File: config.mk
export PLATFORM = sky130hd
export DESIGN_NAME = dual_slice_timer
export DESIGN_NICKNAME = d
export VERILOG_FILES = /design/src/rtl/dst_pkg.sv /design/src/rtl/dst_decode.sv /design/src/rtl/dst_channel.sv /design/src/rtl/dst_rdhold.sv /design/src/rtl/dual_slice_timer.sv
export SDC_FILE = /design/constraint.sdc
export NUM_CORES = 1
export LEC_CHECK = 0
export ABC_AREA = 1
export BUFFER_PORTS_ARGS = -buffer_cell sky130_fd_sc_hd__clkbuf_2
export CORE_MARGIN = 2
export CORE_UTILIZATION = 50
export CTS_BUF_LIST = sky130_fd_sc_hd__clkbuf_4
export CTS_CLUSTER_DIAMETER = 80
export DETAILED_ROUTE_END_ITERATION = 6
export PLACE_DENSITY_LB_ADDON = 0.08
export SYNTH_ARGS = -nofsm -noshare
export SYNTH_HDL_FRONTEND = slang
export SYNTH_HIERARCHICAL = 1
export SYNTH_SLANG_ARGS = --single-unit
File: constraint.sdc
create_clock -name clk -period 4.9 [get_ports clk]
set_input_delay 1.225 -clock clk [delete_from_list [all_inputs] [get_ports clk]]
set_output_delay 1.225 -clock clk [all_outputs]
set_load 0.02 [all_outputs]
File: src/rtl/dst_pkg.sv
package dst_pkg;
  localparam int DATA_W  = 32;
  localparam int EN_BIT  = 24;
  localparam int IEN_BIT = 25;
  localparam int RUN_BIT = 26;
  localparam int EXP_BIT = 25;

  typedef enum logic [1:0] {
    REG_TERM  = 2'd0,
    REG_CTRL  = 2'd1,
    REG_COUNT = 2'd2,
    REG_STAT  = 2'd3
  } reg_kind_e;

  typedef struct packed {
    logic run;
    logic ien;
    logic en;
  } ctrl_t;

  function automatic ctrl_t unpack_ctrl(input logic [DATA_W-1:0] d);
    ctrl_t c;
    c.run = d[RUN_BIT];
    c.ien = d[IEN_BIT];
    c.en  = d[EN_BIT];
    return c;
  endfunction

  function automatic logic [DATA_W-1:0] pack_ctrl(input ctrl_t c);
    logic [DATA_W-1:0] d;
    d = '0;
    d[RUN_BIT] = c.run;
    d[IEN_BIT] = c.ien;
    d[EN_BIT]  = c.en;
    return d;
  endfunction

  function automatic logic [DATA_W-1:0] pack_stat(input logic s);
    logic [DATA_W-1:0] d;
    d = '0;
    d[EXP_BIT] = s;
    return d;
  endfunction
endpackage

File: src/rtl/dst_decode.sv
module dst_decode
  import dst_pkg::*;
#(
  parameter int ADDR_W      = 12,
  parameter int N_TIMERS    = 2,
  parameter int CNT_BASE    = 'h908,
  parameter int INST_STRIDE = 'h10,
  localparam int IDX_W      = (N_TIMERS > 1) ? $clog2(N_TIMERS) : 1
) (
  input  logic [ADDR_W-1:0]   addr,
  input  logic                wr,
  output logic [N_TIMERS-1:0] wr_term,
  output logic [N_TIMERS-1:0] wr_ctrl,
  output logic [N_TIMERS-1:0] wr_stat,
  output logic                hit,
  output logic [IDX_W-1:0]    inst,
  output reg_kind_e           kind
);
  localparam int FIRST = CNT_BASE - 8;

  logic [N_TIMERS-1:0]             hit_v;
  logic [N_TIMERS-1:0][ADDR_W-1:0] off_v;

  for (genvar i = 0; i < N_TIMERS; i++) begin : g_win
    assign off_v[i] = addr - ADDR_W'(FIRST + i * INST_STRIDE);
    assign hit_v[i] = (off_v[i][ADDR_W-1:4] == '0) && (off_v[i][1:0] == 2'b00);
    assign wr_term[i] = wr && hit_v[i] && (reg_kind_e'(off_v[i][3:2]) == REG_TERM);
    assign wr_ctrl[i] = wr && hit_v[i] && (reg_kind_e'(off_v[i][3:2]) == REG_CTRL);
    assign wr_stat[i] = wr && hit_v[i] && (reg_kind_e'(off_v[i][3:2]) == REG_STAT);
  end

  always_comb begin
    hit  = 1'b0;
    inst = '0;
    kind = REG_TERM;
    for (int i = 0; i < N_TIMERS; i++) begin
      if (hit_v[i]) begin
        hit  = 1'b1;
        inst = IDX_W'(i);
        kind = reg_kind_e'(off_v[i][3:2]);
      end
    end
  end
endmodule

File: src/rtl/dst_channel.sv
module dst_channel
  import dst_pkg::*;
#(
  parameter int CNT_W = 32
) (
  input  logic             clk,
  input  logic             rst_n,
  input  logic             wr_term,
  input  logic             wr_ctrl,
  input  logic             wr_stat,
  input  logic [CNT_W-1:0] term_wdata,
  input  ctrl_t            ctrl_wdata,
  input  logic             clr_req,
  output logic [CNT_W-1:0] term,
  output ctrl_t            ctrl,
  output logic [CNT_W-1:0] cnt,
  output logic             status,
  output logic             irq,
  output logic             arm_evt,
  output logic             expire_evt
);
  logic en_q;
  logic tick;

  // count for the next clock, given the present state
  function automatic logic [CNT_W-1:0] next_count(
    input ctrl_t            c,
    input logic             armed,
    input logic [CNT_W-1:0] cur,
    input logic [CNT_W-1:0] tval,
    input logic             sticky
  );
    if (!c.en)                   return '0;
    if (armed)                   return tval;
    if (cur == CNT_W'(1))        return c.run ? tval : '0;
    if (cur == '0)               return (c.run || !sticky) ? tval : '0;
    return cur - CNT_W'(1);
  endfunction

  assign arm_evt    = ctrl.en && !en_q;
  assign tick       = ctrl.en && en_q;
  assign expire_evt = tick && (cnt == CNT_W'(1));

  always_ff @(posedge clk) begin
    if (!rst_n) begin
      term   <= '0;
      ctrl   <= '0;
      en_q   <= 1'b0;
      cnt    <= '0;
      status <= 1'b0;
    end else begin
      if (wr_term) term <= term_wdata;
      if (wr_ctrl) ctrl <= ctrl_wdata;
      en_q <= ctrl.en;
      cnt  <= next_count(ctrl, arm_evt, cnt, term, status);
      if (expire_evt)              status <= 1'b1;
      else if (wr_stat && clr_req) status <= 1'b0;
    end
  end

  assign irq = status && ctrl.ien;
endmodule

File: src/rtl/dst_rdhold.sv
module dst_rdhold
  import dst_pkg::*;
#(
  parameter int N_TIMERS = 2,
  localparam int IDX_W   = (N_TIMERS > 1) ? $clog2(N_TIMERS) : 1
) (
  input  logic                            clk,
  input  logic                            rst_n,
  input  logic                            rd,
  input  logic                            hit,
  input  logic [IDX_W-1:0]                inst,
  input  reg_kind_e                       kind,
  input  logic [N_TIMERS-1:0][DATA_W-1:0] term_w,
  input  logic [N_TIMERS-1:0][DATA_W-1:0] ctrl_w,
  input  logic [N_TIMERS-1:0][DATA_W-1:0] cnt_w,
  input  logic [N_TIMERS-1:0][DATA_W-1:0] stat_w,
  output logic [DATA_W-1:0]               rdata
);
  logic [DATA_W-1:0] pick;

  always_comb begin
    pick = '0;
    if (hit) begin
      unique case (kind)
        REG_TERM:  pick = term_w[inst];
        REG_CTRL:  pick = ctrl_w[inst];
        REG_COUNT: pick = cnt_w[inst];
        REG_STAT:  pick = stat_w[inst];
      endcase
    end
  end

  always_ff @(posedge clk) begin
    if (!rst_n)  rdata <= '0;
    else if (rd) rdata <= pick;
  end
endmodule

File: src/rtl/dual_slice_timer.sv
module dual_slice_timer
  import dst_pkg::*;
#(
  parameter int ADDR_W      = 12,
  parameter int N_TIMERS    = 2,
  parameter int CNT_W       = 32,
  parameter int CNT_BASE    = 'h908,
  parameter int INST_STRIDE = 'h10
) (
  input  logic                clk,
  input  logic                rst_n,
  input  logic                bus_wr,
  input  logic                bus_rd,
  input  logic [ADDR_W-1:0]   bus_addr,
  input  logic [31:0]         bus_wdata,
  output logic [31:0]         bus_rdata,
  output logic [N_TIMERS-1:0] irq
);
  localparam int IDX_W = (N_TIMERS > 1) ? $clog2(N_TIMERS) : 1;

  logic [N_TIMERS-1:0]             wr_term, wr_ctrl, wr_stat;
  logic                            rd_hit;
  logic [IDX_W-1:0]                rd_inst;
  reg_kind_e                       rd_kind;

  // named internal events, observed by the bound checker
  logic [N_TIMERS-1:0]             arm_evt, expire_evt;
  logic [N_TIMERS-1:0]             en_v, run_v, ien_v, stat_v;
  logic [N_TIMERS-1:0][CNT_W-1:0]  cnt_a, term_a;
  logic [N_TIMERS-1:0][DATA_W-1:0] term_w, ctrl_w, cnt_w, stat_w;

  dst_decode #(
    .ADDR_W(ADDR_W), .N_TIMERS(N_TIMERS),
    .CNT_BASE(CNT_BASE), .INST_STRIDE(INST_STRIDE)
  ) u_decode (
    .addr(bus_addr), .wr(bus_wr),
    .wr_term(wr_term), .wr_ctrl(wr_ctrl), .wr_stat(wr_stat),
    .hit(rd_hit), .inst(rd_inst), .kind(rd_kind)
  );

  for (genvar i = 0; i < N_TIMERS; i++) begin : g_tmr
    ctrl_t ctrl_i;

    dst_channel #(.CNT_W(CNT_W)) u_chan (
      .clk(clk), .rst_n(rst_n),
      .wr_term(wr_term[i]), .wr_ctrl(wr_ctrl[i]), .wr_stat(wr_stat[i]),
      .term_wdata(bus_wdata[CNT_W-1:0]),
      .ctrl_wdata(unpack_ctrl(bus_wdata)),
      .clr_req(bus_wdata[EXP_BIT]),
      .term(term_a[i]), .ctrl(ctrl_i), .cnt(cnt_a[i]),
      .status(stat_v[i]), .irq(irq[i]),
      .arm_evt(arm_evt[i]), .expire_evt(expire_evt[i])
    );

    assign en_v[i]   = ctrl_i.en;
    assign run_v[i]  = ctrl_i.run;
    assign ien_v[i]  = ctrl_i.ien;
    assign term_w[i] = DATA_W'(term_a[i]);
    assign cnt_w[i]  = DATA_W'(cnt_a[i]);
    assign ctrl_w[i] = pack_ctrl(ctrl_i);
    assign stat_w[i] = pack_stat(stat_v[i]);
  end

  dst_rdhold #(.N_TIMERS(N_TIMERS)) u_rdhold (
    .clk(clk), .rst_n(rst_n), .rd(bus_rd),
    .hit(rd_hit), .inst(rd_inst), .kind(rd_kind),
    .term_w(term_w), .ctrl_w(ctrl_w), .cnt_w(cnt_w), .stat_w(stat_w),
    .rdata(bus_rdata)
  );
endmodule

# ---- Word level (Yosys, flattened, before mapping)
# Cells that the tools add are included.
dict set report totals {
  reg_bits 170
  in_bits 48
  output_inout_bits 34
  word_cells 133
}
dict set report classes {
  n_eq_ne 9
  n_reduce_logical 37
  add_sub_neg 4
  muxes 67
  order_cmp 1
}
# operator n
set op_table {}
lappend op_table {{32-bit two-way mux} 27}
lappend op_table {{32-bit case mux with 4 select lines} 1}
lappend op_table {{32-bit by 1-bit == test with 1-bit output, second input constant} 2}
lappend op_table {{32-bit logical NOT} 2}
lappend op_table {{32-bit by 1-bit subtractor with 32-bit output, second input constant} 2}
lappend op_table {{1-bit two-way mux} 35}
lappend op_table {{27-bit two-way mux} 1}
lappend op_table {{26-bit two-way mux} 1}
lappend op_table {{12-bit subtractor, second input constant} 2}
lappend op_table {{1-bit logical AND} 20}
lappend op_table {{8-bit logical NOT} 2}
lappend op_table {{2-bit logical NOT} 5}
lappend op_table {{2-bit == test, second input constant} 4}
lappend op_table {{2-bit by 1-bit == test with 1-bit output, second input constant} 3}
lappend op_table {{1-bit logical NOT} 4}
lappend op_table {{2-bit two-way mux} 2}
lappend op_table {{2-bit nonzero test} 2}
lappend op_table {{1-bit logical OR} 2}
lappend op_table {{1-bit by 2-bit less-than comparator with 1-bit output, second input constant} 1}

# ---- Longest topological paths before layout
dict set report depth {
  word_depth 16
  mapped_depth 14
  mapped_depth_nobuf 12
}

# ---- By module
# The synthesis kept the hierarchy.
# module cells_per_inst area_each_um2 instances seq_area_each_um2
set modules_own_cells {}
lappend modules_own_cells {{dst_channel (g_tmr[1].u_chan)} 684 4260.3 1 1381.3}
lappend modules_own_cells {{dst_channel (g_tmr[0].u_chan)} 672 4172.8 1 1381.3}
lappend modules_own_cells {dst_rdhold 865 4150.2 1 640.6}
lappend modules_own_cells {dst_decode 36 182.7 1 0.0}
lappend modules_own_cells {dual_slice_timer 1 3.8 1 0.0}

# ---- Least setup slack after synthesis
# OpenSTA, ideal clock, no wires.
dict set report synth_path {
  kind {input to register}
  start {input bus_addr[10]}
  end {register u_rdhold.rdata[0]}
  stages 11
  required_ns 4.759
  setup_ns 0.141
  slack_ns 2.202
  n_path_buf 1
  t_arrival_ns 2.558
  cell_sequence {inv_1 -> nand2_1 -> nor2_4 -> nand3_2 -> nor2_1 -> nor2_4 -> inv_2 -> buf_2 -> nand2_1 -> o21ai_1 -> a21oi_2}
}
dict set report synth_via {
  elab_chain_len 8
  word_cells_on_any_way 21
  classes_between {add/sub (2); eq/ne (3); mux (11); reduce/logical (5)}
}
# item line_no
set synth_lines {}
lappend synth_lines {{start: declaration} dual_slice_timer.sv:14} ;# input logic [ADDR_W-1:0] bus_addr,
lappend synth_lines {{12-bit subtractor} dst_decode.sv:25} ;# assign off_v[i] = addr - ADDR_W'(FIRST + i * INST_STRIDE);
lappend synth_lines {{8-bit logical NOT} dst_decode.sv:26} ;# assign hit_v[i] = (off_v[i][ADDR_W-1:4] == '0) && (off_v[i][1:0] == 2'b00);
lappend synth_lines {{1-bit logical AND} dst_decode.sv:26}
lappend synth_lines {{2-bit two-way mux} dst_decode.sv:37} ;# if (hit_v[i]) begin
lappend synth_lines {{2-bit two-way mux (*)} dst_decode.sv:37}
lappend synth_lines {{net rd_kind[0]} dual_slice_timer.sv:24} ;# reg_kind_e rd_kind;
lappend synth_lines {{2-bit == test (tied with other cells)} dst_rdhold.sv:24} ;# unique case (kind)
lappend synth_lines {{32-bit case mux with 4 select lines (*)} dst_rdhold.sv:24}
lappend synth_lines {{32-bit two-way mux (*)} dst_rdhold.sv:23} ;# if (hit) begin
lappend synth_lines {{end signal: assignment} dst_rdhold.sv:35} ;# else if (rd) rdata <= pick;
lappend synth_lines {{end: declaration} dst_rdhold.sv:17} ;# output logic [DATA_W-1:0] rdata
# Mark *: on every way through the listed nets, which the timed path passes. The rest lies on a longest branch. The select of a mux whose other input is x is not followed.
# A chain may end at the register's enable or synchronous reset.

# ---- Worst setup path in the final report
dict set report layout_path {
  start {input bus_addr[10]}
  end {register u_rdhold.rdata[14]}
}
dict set report layout_via {
  elab_chain_len 8
  word_cells_on_any_way 21
  classes_between {add/sub (2); eq/ne (3); mux (11); reduce/logical (5)}
}
# item line_no
set layout_lines {}
lappend layout_lines {{12-bit subtractor (*)} dst_decode.sv:25}
lappend layout_lines {{8-bit logical NOT (*)} dst_decode.sv:26}
lappend layout_lines {{1-bit logical AND (*)} dst_decode.sv:26}
lappend layout_lines {{1-bit two-way mux (*)} dst_decode.sv:37}
lappend layout_lines {{net rd_inst} dual_slice_timer.sv:23} ;# logic [IDX_W-1:0] rd_inst;
lappend layout_lines {{32-bit two-way mux (on tied branches) (2 in a row)} {dst_rdhold.sv:27, dst_rdhold.sv:25}}
lappend layout_lines {{32-bit case mux with 4 select lines (*)} dst_rdhold.sv:24}
lappend layout_lines {{32-bit two-way mux (*)} dst_rdhold.sv:23}
# Marked as above.

==> summary.md <==
| Metric | Value |
|---|---|
| Status | `completed` |
| Starting Density | `50.8%` |
| Crit path required time | `5390 ps` |
| Syn_area_per_cell | `5.66 um^2` |
| Worst clock skew | `36.8 ps` |
| Critical path capture point type | `register` |
| Synth warn | `6` |
| Placed Instances | `around 2,700` |
| I/O pin count | `82` |
| Gpl congestion | `1.02` |
| Worst slew margin | `about 32%` |
| Peak Freq | `about 330 MHz` |
| CTS Sinks | `170` |
| Final total power | `2.40 mW` |
| Peak VDD IR | `0.121 mV` |
| Fin. Hold Viols | `0` |
| Die height | `164 um` |
| Endpoints failing setup | `0` |
| Final ANT Viol Nets | `0` |
| Critical path arrival | `around 3600 ps` |
| WL/cell | `18.1 um` |
| # fillers | `2,711` |
| Post-Syn Area | `12,800 um^2` |
| Core area | `25,100 um^2` |
| Via count | `14,700` |
| Initial DRT Pass Iterations | `6` |
| Share of cells above drive strength 1 | `under 10%` |
| Post-Layout Cell Count | `2,726` |
| Initial antenna violation count | `1` |
| Grt total ovfl | `0` |
| CTS resizes | `0` |
| CTS tree | `done` |
| Setup bufs post-CTS | `0` |
| CTS Buffer Depth | `2` |
| Largest net degree at the start of global routing | `129` |
| Detail Placement HPWL | `approximately 36 mm` |
| DIE AREA | `26,800 um^2` |
| Port Buf Inserts | `81` |
| Slew Viols, Final | `0` |
| Layout area overhead | `8.92%` |
| Slew of the pin with the lowest slew margin | `between 1000 and 1500 ps` |
| # DRC | `0` |
| Max-cap violation count | `0` |
| Hold_ws | `between 400 and 500 ps` |
| GRT Total Usage | `36.7%` |
| Initial DRC count | `1,677` |
| RSZ-0062 raised after global routing | `false` |
| Vias in the first global route | `13,100` |
| Final period utilization | `62.6%` |
| Crit Path Category | `in -> reg` |
| H-tree levels | `4` |
| Hold crit path type | `reg -> reg` |
| Width of the die | `between 150 and 200 um` |
| PwrDens | `173 nW/um^2` |
| Cell Rows | `between 50 and 60` |
| Worst Setup Start Kind | `primary input` |
| CTS clk-pin slew, worst paths | `190 ps` |
| First-pass GRT wire length | `75.7 mm` |
| Routed vias/inst | `5.40` |
| Routed WL | `49.4 mm` |
| Inserted Clock Buffers | `17` |
| Hold buffer count at cts | `0` |
| Worst-path fanout max | `38` |
| Final #Nets | `2,434` |
| Clock latency on the worst-skew pair | `590 ps` |
| Syn Inst Count | `2,256` |
| Root Buffer Master | `clkbuf_4` |
| P_leak | `6.50 nW` |
| Setup TNS | `0 ps` |
| Period minus WS final | `3070 ps` |
-- power breakdown --
part / total (mW) / switching, mW / internal (mW)
Combinational: 0.112 / 0.0763 / 0.0358
Sequential: 1.38 / 0.000217 / 1.38
Clock: 0.905 / 0.621 / 0.284
-- worst max-delay path, cell delays in order --
cell	delay [ps]
clkbuf_2	80
inv_1	40
nand2_1	80
nor2_4	180
nand2_1	110
nor3_4	200
clkinv_2	520
buf_4	470
nand2_1	100
nand2_1	140
nand2_1	110
nand2_1	60
o21ai_1	150
a21oi_1	70
-- cell usage in the layout (no fill, tap or decap), drive strengths merged, types with 3 or more instances in the layout --
cell,instances
a21boi,3
a21oi,152
a31oi,32
buf,20
clkbuf,98
clkinv,6
conb,120
dfxtp,170
ha,4
inv,299
nand2,820
nand3,180
nand4,18
nor2,264
nor3,4
o21ai,170
o21bai,3
o22ai,11
xnor2,13
xor2,6
-- routing by layer --
metal	vias to the layer above	part of all wire, %	global-route usage (%)
met3	93	11	6.59
li1	7201	-	-
met2	786	42	54.6
met1	6644	44	53.3
met4	0	3.3	12.5
met5	-	0	0
-- through the flow --
stage	utilization (%)	setup slack, ps	area (um^2)
6_report	55.4	1830	13900
3_3_place_gp	54.1	1340	13600
5_1_grt	55.4	1650	13900
2_1_floorplan	-	2200	13200
4_1_cts	55.4	1930	13900
3_5_place_dp	54.1	1280	13600
-- state kept, by name, indices dropped and copies added (netlist names) --
signal / cells
g_tmr.u_chan/cnt: 64
g_tmr.u_chan/term: 64
u_rdhold/rdata: 32
g_tmr.u_chan/ctrl: 6
g_tmr.u_chan/en_q: 2
g_tmr.u_chan/status: 2
-- area by class of cell --
class / instances / area (um^2) / share of cell area (%)
Antenna cell: 1 / 2.50 / 0.0180
Clock buffer: 17 / 128 / 0.918
Clock inverter: 15 / 175 / 1.26
Inverter: 292 / 1100 / 7.90
Multi-Input combinational cell: 1800 / 8110 / 58.4
Sequential cell: 170 / 3400 / 24.5
Tap cell: 330 / 413 / 2.97
Timing Repair Buffer: 101 / 568 / 4.09
-- final timing paths --
check	startpoint	endpoint	slack, ps	depth (start not counted)
worst max-delay path	bus_addr[10]	u_rdhold/rdata[14]$_SDFFE_PN0P_	1830	14
worst min-delay path	g_tmr[0].u_chan/ctrl[2]$_SDFFE_PN0P_	g_tmr[0].u_chan/ctrl[2]$_SDFFE_PN0P_	490	2
worst max register to register	g_tmr[1].u_chan/cnt[8]$_SDFF_PN0_	g_tmr[1].u_chan/cnt[28]$_SDFF_PN0_	2320	11
worst min register to register	g_tmr[0].u_chan/ctrl[2]$_SDFFE_PN0P_	g_tmr[0].u_chan/ctrl[2]$_SDFFE_PN0P_	490	2
Note: power is estimated with default switching activity, not from simulation.
